===== config.mk =====
export PLATFORM = sky130hd
export DESIGN_NAME = nfr_cmd_decode
export DESIGN_NICKNAME = d
export VERILOG_FILES = /design/src/rtl/nfr_pkg.sv /design/src/rtl/nfr_cmd_decode.sv
export SDC_FILE = /design/constraint.sdc
export NUM_CORES = 1
export LEC_CHECK = 0
export ABC_AREA = 1
export CAP_MARGIN = 20
export CORE_AREA = 5 5 42 44
export DETAILED_ROUTE_END_ITERATION = 10
export DIE_AREA = 0 0 47 49
export DONT_BUFFER_PORTS = 1
export MAX_ROUTING_LAYER = met4
export SETUP_SLACK_MARGIN = 0.5
export SLEW_MARGIN = 0
export SYNTH_ARGS = -nofsm -noshare
export SYNTH_HDL_FRONTEND = slang
export SYNTH_SLANG_ARGS = --single-unit

===== constraint.sdc =====
create_clock -name clk -period 2.65 [get_ports clk]
set_input_delay 0.3975 -clock clk [delete_from_list [all_inputs] [get_ports clk]]
set_output_delay 0.3975 -clock clk [all_outputs]
set_load 0.05 [all_outputs]

===== src/rtl/nfr_pkg.sv =====
package nfr_pkg;

   typedef enum logic [1:0] {
      MODE_IDLE = 2'd0,
      MODE_COL0 = 2'd1,
      MODE_COL1 = 2'd2,
      MODE_COL2 = 2'd3
   } nfr_mode_t;

   localparam logic [7:0] OP_IDLE = 8'hFF;
   localparam logic [7:0] OP_COL0 = 8'h00;
   localparam logic [7:0] OP_COL1 = 8'h01;
   localparam logic [7:0] OP_COL2 = 8'h50;

   localparam int unsigned PAGE_BYTES = 528;
   localparam int unsigned BLOCK_STRIDE = PAGE_BYTES * 256;

   localparam logic [7:0] ERASED_BYTE = 8'hFF;

   // column offset ORed into the first address byte
   function automatic logic [31:0] col_offset(input nfr_mode_t m);
      case (m)
         MODE_COL1: return 32'h100;
         MODE_COL2: return 32'h200;
         default:   return 32'h000;
      endcase
   endfunction

   // XOR of all byte slices of a pointer
   function automatic logic [7:0] fold_bytes(input logic [31:0] p);
      logic [7:0] r;
      r = '0;
      for (int i = 0; i < 4; i++) r ^= p[8*i +: 8];
      return r;
   endfunction

endpackage


===== src/rtl/nfr_cmd_decode.sv =====
module nfr_cmd_decode
   import nfr_pkg::*;
(
   input  logic       clk,
   input  logic       rst_n,
   input  logic       cmd_stb,
   input  logic       addr_stb,
   input  logic [7:0] din,
   output nfr_mode_t  mode,
   output logic       addr_take,
   output logic [1:0] addr_idx,
   output logic       bad_cmd,
   output logic       bad_addr
);

   localparam logic [1:0] LAST_IDX = 2'd2;

   nfr_mode_t  mode_q, mode_d;
   logic [1:0] cnt_q, cnt_d;
   logic       known;

   always_comb begin
      mode_d = mode_q;
      cnt_d  = cnt_q;
      known  = 1'b1;
      if (cmd_stb) begin
         case (din)
            OP_IDLE: begin mode_d = MODE_IDLE; cnt_d = '0; end
            OP_COL0: begin mode_d = MODE_COL0; cnt_d = '0; end
            OP_COL1: begin mode_d = MODE_COL1; cnt_d = '0; end
            OP_COL2: begin mode_d = MODE_COL2; cnt_d = '0; end
            default: known = 1'b0;
         endcase
      end else if (addr_take) begin
         cnt_d = cnt_q + 2'd1;
      end
   end

   assign addr_take = addr_stb && (mode_q != MODE_IDLE) && (cnt_q <= LAST_IDX);
   assign addr_idx  = cnt_q;
   assign bad_addr  = addr_stb && !addr_take;
   assign bad_cmd   = cmd_stb && !known;
   assign mode      = mode_q;

   always_ff @(posedge clk or negedge rst_n) begin
      if (!rst_n) begin
         mode_q <= MODE_IDLE;
         cnt_q  <= '0;
      end else begin
         mode_q <= mode_d;
         cnt_q  <= cnt_d;
      end
   end

endmodule


==> results of run 1 <==
[synthesized netlist by cell type]
master / n / area share
nor3_4: 1 / 0.048
nand2_2: 1 / 0.019
dfrtp_1: 4 / 0.30
nand2_1: 19 / 0.21
nand3_4: 1 / 0.052
or2_1: 1 / 0.019
nand3_1: 3 / 0.044
nor2_2: 1 / 0.019
inv_1: 7 / 0.078
ha_1: 1 / 0.037
o21ai_1: 1 / 0.015
o31ai_1: 1 / 0.022
nand2_4: 1 / 0.033
or2_0: 1 / 0.019
nor2_1: 8 / 0.089
[kinds of logic (layout without fill, tap and decap cells)]
logic type,count (synthesis),in the layout,synth area share
buffers and inverters,7,13,0.0778
AOI/OAI and AO/OA,2,2,0.0370
and+or+nand+nor,37,37,0.552
adders and majority gates,1,1,0.0370
DFF,4,4,0.296
[area by class of cell]
cell class                      instances  area (µm²)  area share
Multi-Input combinational cell         40         219       0.530
Sequential cell                         4         100       0.242
Inverter                                7        26.3      0.0636
Timing Repair Buffer                    3        25.0      0.0606
Clock buffer                            3        22.5      0.0545
Tap cell                               16        20.0      0.0485
[worst register-to-register path, cell delays in order (launching register included)]
cell and delay (ns):
dfrtp_1 0.57, ha_1 0.34, nor3_4 0.27, nand2_1 0.13, or2_0 0.21, nand2_1 0.06
[timing repair]
item,in CTS,in global routing
resized for setup,0,1
endpoints found under the hold margin,4,0
endpoints found under the setup margin,0,1
hold buffers,1,0
[worst min-delay path by stage]
| stage | cells past startpoint | to | startpoint |
|---|---|---|---|
| global route | 2 | mode[1]$_DFFE_PN0P_ | cmd_stb |
| global placement | 0 | mode[0]$_DFFE_PN0P_ | rst_n |
| detailed placement | 0 | mode[0]$_DFFE_PN0P_ | rst_n |
| CTS | 2 | mode[1]$_DFFE_PN0P_ | cmd_stb |
| floorplan | 0 | addr_idx[0]$_DFFE_PN0P_ | rst_n |
| finish | 2 | mode[1]$_DFFE_PN0P_ | cmd_stb |
[where the power goes]
group | switching (mW) | total (mW) | leakage, nW | internal [mW]
Clock | 0.0221 | 0.0725 | 0.0138 | 0.0505
Combinational | 0.0417 | 0.0656 | 0.166 | 0.0239
Sequential | 0.0726 | 0.149 | 0.0530 | 0.0762
[layout by cell type, fill, tap and decap left out]
master,count
nand3_1,3
nand2_1,19
nand3_4,1
ha_1,1
clkbuf_4,3
o21ai_1,1
or2_0,1
o31ai_1,1
nand2_4,1
dfrtp_1,4
nand2_2,1
nor3_4,1
dlygate4sd3_1,1
nor2_4,1
inv_1,7
nor2_2,1
buf_4,2
or2_1,1
nor2_1,7
[layer usage]
metal / routed length, µm / share of wire / track usage / up-vias
met3: 91 / 0.13 / 0.0258 / 0
li1: - / - / - / 169
met5: 0 / 0 / - / -
met4: 0 / 0 / 0.0829 / 0
met2: 336 / 0.48 / 0.0995 / 18
met1: 273 / 0.39 / 0.0837 / 129
[state kept, by name, indices dropped and copies added, names as in the netlist]
name,count
addr_idx,2
mode,2
==> out/results.ini, run 1 <==
[outcome]
status = finished, final reports clean

[setup_path]
cp_max_fo = 4
r2r_slack_ns = 1.00
critical_path_buf_inv_count = 1
crit_start = addr_idx[0]$_DFFE_PN0P_
arrival_ns = 1.66
crit_path_end_kind = output pin
slowest_delay_ns = 0.57
timing.rr.end = addr_idx[0]$_DFFE_PN0P_
crit_end = addr_take
path_class = reg2out
slowest_stage = dfrtp_1
cp_top_family = flip-flops
crit_path_cell_trace = ha_1 > nor3_4 > buf_4
r2r-start = addr_idx[0]$_DFFE_PN0P_
cp.required_ns = 2.25
critical_path_depth = 3
rr_worst_depth = 5
critPathLaunchType = register

[cts]
postCtsSetupRepairBufs = 0
numCtsBuffers = 3
worstSkewPairLatency_ns = 0.23
clock_path_buffers = 2
cts_tree = yes
htreeDepth = 1
cts-root-buf = clkbuf_4
clock_sinks = 4
clk_pin_slew_ns = 0.03

[route]
dr.pass1.iters = 2
vias_per_cell = 4.33
drt_iter0_markers = 1
drt_wl_total_um = 700
via_count = 316
wire_per_inst_um = 9.59
ant_nets = 0
drc = 0

[final_layout]
design_area_um2 = 413
final_cells = 73
antenna_cells = 0
nNetsFinal = 72
final_util = 0.295
n_fill_cell = 160
areaGrowthSynthToFinish_pct = 22.2
layout-drive-gt1-share = 0.193

[timing]
fin_skew_ns = 0.000448
finalSetupTns_ns = 0
min_period_ns = 2.06
tightestPinTransition_ns = 0.523
hold_viol = 0
setup-violations-final = 0
fin_crit_sh = 0.778
layout_setup_ws_ns = 0.589
grt_setup_unrepaired = false
slew_headroom = 0.651
whs_ns = 0.281
max_freq_ghz = 0.485
finalMaxSlewViolations = 0

[hold_path]
min_path_type = in2reg

[yosys]
syn_area_um2 = 338
syn-num-nets = 64
synth_cell_types = 15
avgSynthCellArea_um2 = 6.62
yosysWarnings = 0
seq_area_frac_synth = 0.296
syn_inst = 51
ys_ff_latch = 4

[placement]
pre_cts_ws_ns = 0.807
portBuffers = 0
dp.cells = 69
dp_hpwl_um = 629
globalplace.congestion = 0.640
placed_cell_area_um2 = 375

[grt]
grt-ovfl-total = 0
grt_pass1_wl_mm = 1.20
grt_use_total = 0.0773
antenna_found_initial = 0
grt_pass1_vias = 333
grt_start_max_net_pins = 6

[floorplan]
io_pins = 19
start_util = 0.241
die-area_um2 = 2300
rows = 14
die_w_um = 47
dieHeight_um = 49
core-area_um2 = 1400

[power]
p_per_area_nw_per_um2 = 695
ir_worst_vdd_mv = 0.139
p_total_mw = 0.287
p_leak_nw = 0.232

[job]
maxCapViolCount = 0

Note: power is estimated with default switching activity, not from simulation.
==> run 2: changes to the inputs <==
Clock period 2.65 ns to 2.05 ns, I/O delays scaled along.
==> run 2 against run 1 <==
  * Sequential share of layout area down 0.51 points
  * Combinational power up 47%
  * Clock power up 43%
  * First-iteration DRC count rose to 4.0 times the previous value
  * Critical path type unchanged
  * Largest cell class unchanged
==> out/results.ini, run 2 (same netlist as run 1, synthesis figures left out) <==
[setup_path]
timing.rr.end = addr_idx[0]$_DFFE_PN0P_
cp_max_fo = 4  ; unchanged
crit_path_end_kind = output pin
r2r_slack_ns = 0.55  ; -0.45 ns
cp.required_ns = 1.74  ; -0.51 ns
r2r-start = addr_idx[0]$_DFFE_PN0P_
crit_start = addr_idx[0]$_DFFE_PN0P_
path_class = reg2out
rr_worst_depth = 6  ; +1
arrival_ns = 1.38  ; -0.28 ns
critPathLaunchType = register

[grt]
grt-ovfl-total = 0  ; unchanged
grt_pass1_wl_mm = 1.19  ; -1.2%
grt_use_total = 0.0700  ; -0.00728
antenna_found_initial = 0  ; unchanged
grt_pass1_vias = 312  ; -6.3%
grt_start_max_net_pins = 6  ; unchanged

[floorplan]
io_pins = 19  ; unchanged
die-area_um2 = 2300  ; unchanged
core-area_um2 = 1400  ; unchanged
dieHeight_um = 49  ; unchanged
start_util = 0.241  ; unchanged
rows = 14  ; unchanged
die_w_um = 47  ; unchanged

[job]
maxCapViolCount = 0  ; unchanged

[cts]
cts-root-buf = clkbuf_4
cts_tree = yes
htreeDepth = 1  ; unchanged
numCtsBuffers = 3  ; unchanged
clock_sinks = 4  ; unchanged
clock_path_buffers = 2  ; unchanged
clk_pin_slew_ns = 0.04  ; about the same
worstSkewPairLatency_ns = 0.23  ; about the same

[final_layout]
n_fill_cell = 158  ; -1.3%
antenna_cells = 0  ; unchanged
seqCellArea_um2 = 105  ; +5.0%
nNetsFinal = 72  ; unchanged
multi_input_comb_area_um2 = 236  ; +8.0%
design_area_um2 = 443  ; +7.3%
layout-drive-gt1-share = 0.310  ; +0.117
layout_commonest_cell = nand2_1
layout_common_cells = nand2_1, inv_1, nor2_1
areaGrowthSynthToFinish_pct = 31.1
final_util = 0.316  ; +0.0214

[timing]
finalSetupTns_ns = 0  ; unchanged
whs_ns = 0.192  ; -0.0889 ns
grt_setup_unrepaired = true
min_period_ns = 1.69
slew_headroom = 0.621  ; -0.0309
setup-violations-final = 0  ; unchanged
fin_crit_sh = 0.824
finalMaxSlewViolations = 0  ; unchanged
max_freq_ghz = 0.592
hold_viol = 0  ; unchanged
tightestPinTransition_ns = 0.568  ; +0.0457 ns
fin_skew_ns = 0.00486  ; +0.00441 ns

[hold_path]
min_path_type = in2reg
holdPathStages = 2  ; unchanged
hold-path-endpoint = mode[1]$_DFFE_PN0P_
min-delay-start = cmd_stb

[placement]
dp_hpwl_um = 646  ; +2.7%
placed_cell_area_um2 = 392  ; +4.3%
globalplace.congestion = 0.651  ; +1.7%
portBuffers = 0  ; unchanged

[route]
wire_per_inst_um = 9.57  ; -0.22%
drt_wl_total_um = 708  ; +1.1%
via_count = 328  ; +3.8%
vias_per_cell = 4.43  ; +2.4%
dr.pass1.iters = 4  ; +2
drt_iter0_markers = 4  ; +3
drc = 0  ; unchanged
ant_nets = 0  ; unchanged

[outcome]
status = finished, final reports clean

[power]
ir_worst_vdd_mv = 0.224  ; +61%
p_per_area_nw_per_um2 = 922  ; +33%
p_leak_nw = 0.230  ; -0.90%

## run 2: how the worst max path moves through the flow
stage | to | slack (ns) | depth (start not counted)
final | addr_take | 0.36 | 3
after global placement | addr_take | 0.51 | 3
after detailed placement | addr_take | 0.48 | 3
after CTS | addr_take | 0.35 | 3
after floorplan | addr_idx[0]$_DFFE_PN0P_ | 0.26 | 5
after global routing | addr_take | 0.31 | 3
## run 2: power breakdown
| group | internal [mW] | total (mW) | switching (mW) | leakage, nW |
|---|---|---|---|---|
| clock | 0.0730 | 0.104 | 0.0315 | 0.0150 |
| combinational | 0.0417 | 0.0967 | 0.0550 | 0.168 |
| sequential | 0.103 | 0.207 | 0.104 | 0.0472 |
| total | 0.218 | 0.408 | 0.191 | 0.230 |
## run 2: area by class of cell
class,instances,share of cell area
tap,16,0.0452
sequential,4,0.237
clock buffer,4,0.0593
timing repair buffer,3,0.0650
inverter,7,0.0593
multi-input combinational,40,0.534
## run 2: routing by layer
metal	routed length (µm)	share of wire	global-route usage
met5	0	0	-
met4	0	0	0.0276
met3	127	0.18	0.0332
met2	278	0.39	0.0928
met1	302	0.43	0.0901
## run 2: worst max-delay path, cell delays in order (launching register included)
cell and delay, ns:
dfrtp_2 0.53, ha_4 0.22, nor3_4 0.20, buf_6 0.20
## run 2: stage by stage
step / std cells / power (mW) / setup WS, ns
finish: 74 / 0.408 / 0.360
global route: 74 / 0.436 / 0.311
floorplan: 51 / 0.278 / 0.262
detailed placement: 68 / 0.298 / 0.478
global placement: 68 / 0.297 / 0.508
CTS: 74 / 0.417 / 0.352
## run 2: timing repair
item | CTS | global route
pin swaps | 2 | 1
endpoints found under the hold margin | 4 | 0
resized for setup | 2 | 1
buffers inserted | 1 | 0
hold buffers | 1 | 0
setup endpoints to repair | 2 | 3
==> run 3: changes to the inputs <==
Settings changed: ABC_AREA 1 to 0.
Clock period 2.05 ns to 1.7 ns, I/O delays scaled along.
==> run 3 against run 2 <==
  * Count of clock-buffer cells in the layout fell by 1
  * Wire length rose by 10%
  * Final cell count fell by 14%
  * First-iteration DRC count fell by 50%
==> out/results.ini, run 3 <==
[cts]
clock_sinks = 4  ; unchanged
htreeDepth = 1  ; unchanged
worstSkewPairLatency_ns = 0.23  ; about the same
clock_path_buffers = 2  ; unchanged
cts_tree = yes
cts-root-buf = clkbuf_4
clk_pin_slew_ns = 0.03  ; about the same
numCtsBuffers = 3  ; unchanged

[final_layout]
layout_commonest_cell = buf_4
antenna_cells = 0  ; unchanged
layout_common_cells = buf_4, nor2_1, dfrtp_2
nNetsFinal = 63  ; -13%
areaGrowthSynthToFinish_pct = 38.3
design_area_um2 = 457  ; +3.1%
layout-drive-gt1-share = 0.479  ; +0.169

[power]
ir_worst_vdd_mv = 0.317  ; +41%
p_clk_frac = 0.204  ; -0.052
power.share.switching = 0.447  ; -0.0198
p_per_area_nw_per_um2 = 1200  ; +31%
p_leak_nw = 0.206  ; -11%
p_total_mw = 0.550  ; +35%
seqPwrFrac = 0.262  ; -0.245
internal_power_mw = 0.304  ; +40%
combPwrFrac = 0.534  ; +0.297
p_sw_mw = 0.246  ; +29%

[setup_path]
slowest_delay_ns = 0.39  ; -0.14 ns
r2r_slack_ns = 0.31  ; -0.24 ns
critPathLaunchType = register
cp_max_fo = 3  ; -1
crit_path_end_kind = output pin
crit_start = mode[1]$_DFFE_PN0P_
crit_path_cell_trace = o211ai_1 > and2_4
r2r-start = addr_idx[0]$_DFFE_PN0P_
cp.required_ns = 1.44  ; -0.30 ns
path_class = reg2out
slowest_stage = dfrtp_2
arrival_ns = 1.21  ; -0.17 ns
crit_end = bad_addr
rr_worst_depth = 6  ; unchanged
timing.rr.end = addr_idx[0]$_DFFE_PN0P_

[hold_path]
holdPathStages = 1  ; -1
min_path_type = in2reg

[timing]
finalSetupTns_ns = 0  ; unchanged
finalMaxSlewViolations = 0  ; unchanged
max_freq_ghz = 0.685
whs_ns = 0.133  ; -0.0587 ns
layout_setup_ws_ns = 0.240  ; -0.120 ns
grt_setup_unrepaired = true
tightestPinTransition_ns = 0.324  ; -0.245 ns
slew_headroom = 0.784  ; +0.163
min_period_ns = 1.46
setup-violations-final = 0  ; unchanged
hold_viol = 0  ; unchanged
fin_crit_sh = 0.859
fin_skew_ns = 0.00106  ; -0.00380 ns

[route]
drt_iter0_markers = 2  ; -2
wire_per_inst_um = 12.2  ; +27%
ant_nets = 0  ; unchanged
wl_met2_um = 318  ; +14%
vias_per_cell = 4.95  ; +12%
top_layer = met3
wl_met3_um = 128  ; +0.79%
wl_met1_um = 333  ; +10%
via_count = 317  ; -3.4%
drt_wl_total_um = 780  ; +10%
drc = 0  ; unchanged
dr.pass1.iters = 2  ; -2

[grt]
grt-ovfl-total = 0  ; unchanged
grt_use_total = 0.0717  ; +0.00165
antenna_found_initial = 0  ; unchanged
grt_pass1_vias = 301  ; -3.5%
grt_pass1_wl_mm = 1.12  ; -5.2%
grt_start_max_net_pins = 10  ; +4

[floorplan]
dieHeight_um = 49  ; unchanged
die-area_um2 = 2300  ; unchanged
start_util = 0.236  ; -0.00536
die_w_um = 47  ; unchanged
io_pins = 19  ; unchanged
core-area_um2 = 1400  ; unchanged
rows = 14  ; unchanged

[placement]
portBuffers = 0  ; unchanged
globalplace.congestion = 0.754  ; +16%
placed_cell_area_um2 = 404  ; +3.2%
pre_cts_ws_ns = 0.267  ; -0.211 ns
dp_hpwl_um = 647  ; +0.17%

[yosys]
ys_top_cells_by_area = dfrtp_1, inv_1, nor2_1, a22o_4, a31oi_1
synth_cell_types = 23  ; +8
synthFlopType = dfrtp_1
syn-num-nets = 52  ; -19%
avgSynthCellArea_um2 = 8.47  ; +28%
yosysWarnings = 0  ; unchanged
syn_area_um2 = 330  ; -2.2%
syn_inst = 39  ; -24%
synth.top_cells.by_count = inv_1, nor2_1, dfrtp_1
synth_top_area_frac = 0.303  ; +0.00673
yosys.area.top_type = dfrtp_1
synth-edff-count = 0  ; unchanged
seq_area_frac_synth = 0.303  ; +0.00673
ys_ff_latch = 4  ; unchanged
async_flop_share = 1.00  ; unchanged

[outcome]
status = finished, final reports clean

[job]
maxCapViolCount = 0  ; unchanged

==> run 3: cell count changes after synthesis, moves of 2 or more <==
cell | previous run | this run
nand2_1 | 19 | 2
nor2_1 | 8 | 5
a31oi_1 | 0 | 2
inv_1 | 7 | 5
or3_1 | 0 | 2
==> run 3: cells by family after synthesis <==
logic type,synth area share
DFF,0.303
buffers and inverters,0.0682
xor gates and xnor gates,0.0265
and+or+nand+nor,0.273
adders and majority gates,0.0379
muxes,0.0303
AOI/OAI and AO/OA,0.261
==> run 3: critical path, delay by kind of cell, from the launching register on <==
family	cells	cell delay, ns
DFF	1	0.39
and+or+nand+nor	1	0.30
AOI/OAI and AO/OA	1	0.28
==> run 3: cell type report <==
class | count | area, µm²
Multi-Input combinational cell | 29 | 235
Timing Repair Buffer | 7 | 55.1
Sequential cell | 4 | 105
Inverter | 5 | 18.8
Tap cell | 16 | 20.0
Fill cell | 160 | 945
Clock buffer | 3 | 22.5
==> run 3: timing repair <==
item | 4_1_cts | 5_1_grt
pin swaps | 3 | 0
buffers inserted | 2 | 0
gates resized for setup | 1 | 1
endpoints found under the setup margin | 5 | 5
hold buffers | 1 | 0
endpoints found under the hold margin | 4 | 0
==> run 3: per-layer routing <==
metal,track usage,up-vias
met2,0.0724,17
li1,-,165
met4,0.0829,0
met1,0.0953,135
met5,-,-
met3,0.0221,0
==> run 3: worst min path at each step <==
stage	from	end	slack, ns
detailed placement	rst_n	mode[1]$_DFFE_PN0P_	-0.04
global placement	rst_n	mode[0]$_DFFE_PN0P_	-0.04
CTS	cmd_stb	addr_idx[1]$_DFFE_PN0P_	0.12
floorplan	rst_n	addr_idx[0]$_DFFE_PN0P_	-0.04
finish	cmd_stb	addr_idx[1]$_DFFE_PN0P_	0.13
global route	cmd_stb	addr_idx[1]$_DFFE_PN0P_	0.12
==> run 3: power by group through the flow <==
stage / Clock (mW) / Sequential (mW) / Combinational (mW)
5_1_grt: 0.122 / 0.148 / 0.312
2_1_floorplan: 0 / 0.234 / 0.124
4_1_cts: 0.119 / 0.145 / 0.293
3_5_place_dp: 0 / 0.146 / 0.277
3_3_place_gp: 0 / 0.145 / 0.273
6_report: 0.112 / 0.144 / 0.293
==> run 3: per-stage QoR <==
step                 util  std cells
finish              0.326         64
global route        0.326         64
CTS                 0.322         64
detailed placement  0.288         58
global placement    0.288         58
floorplan               -         39
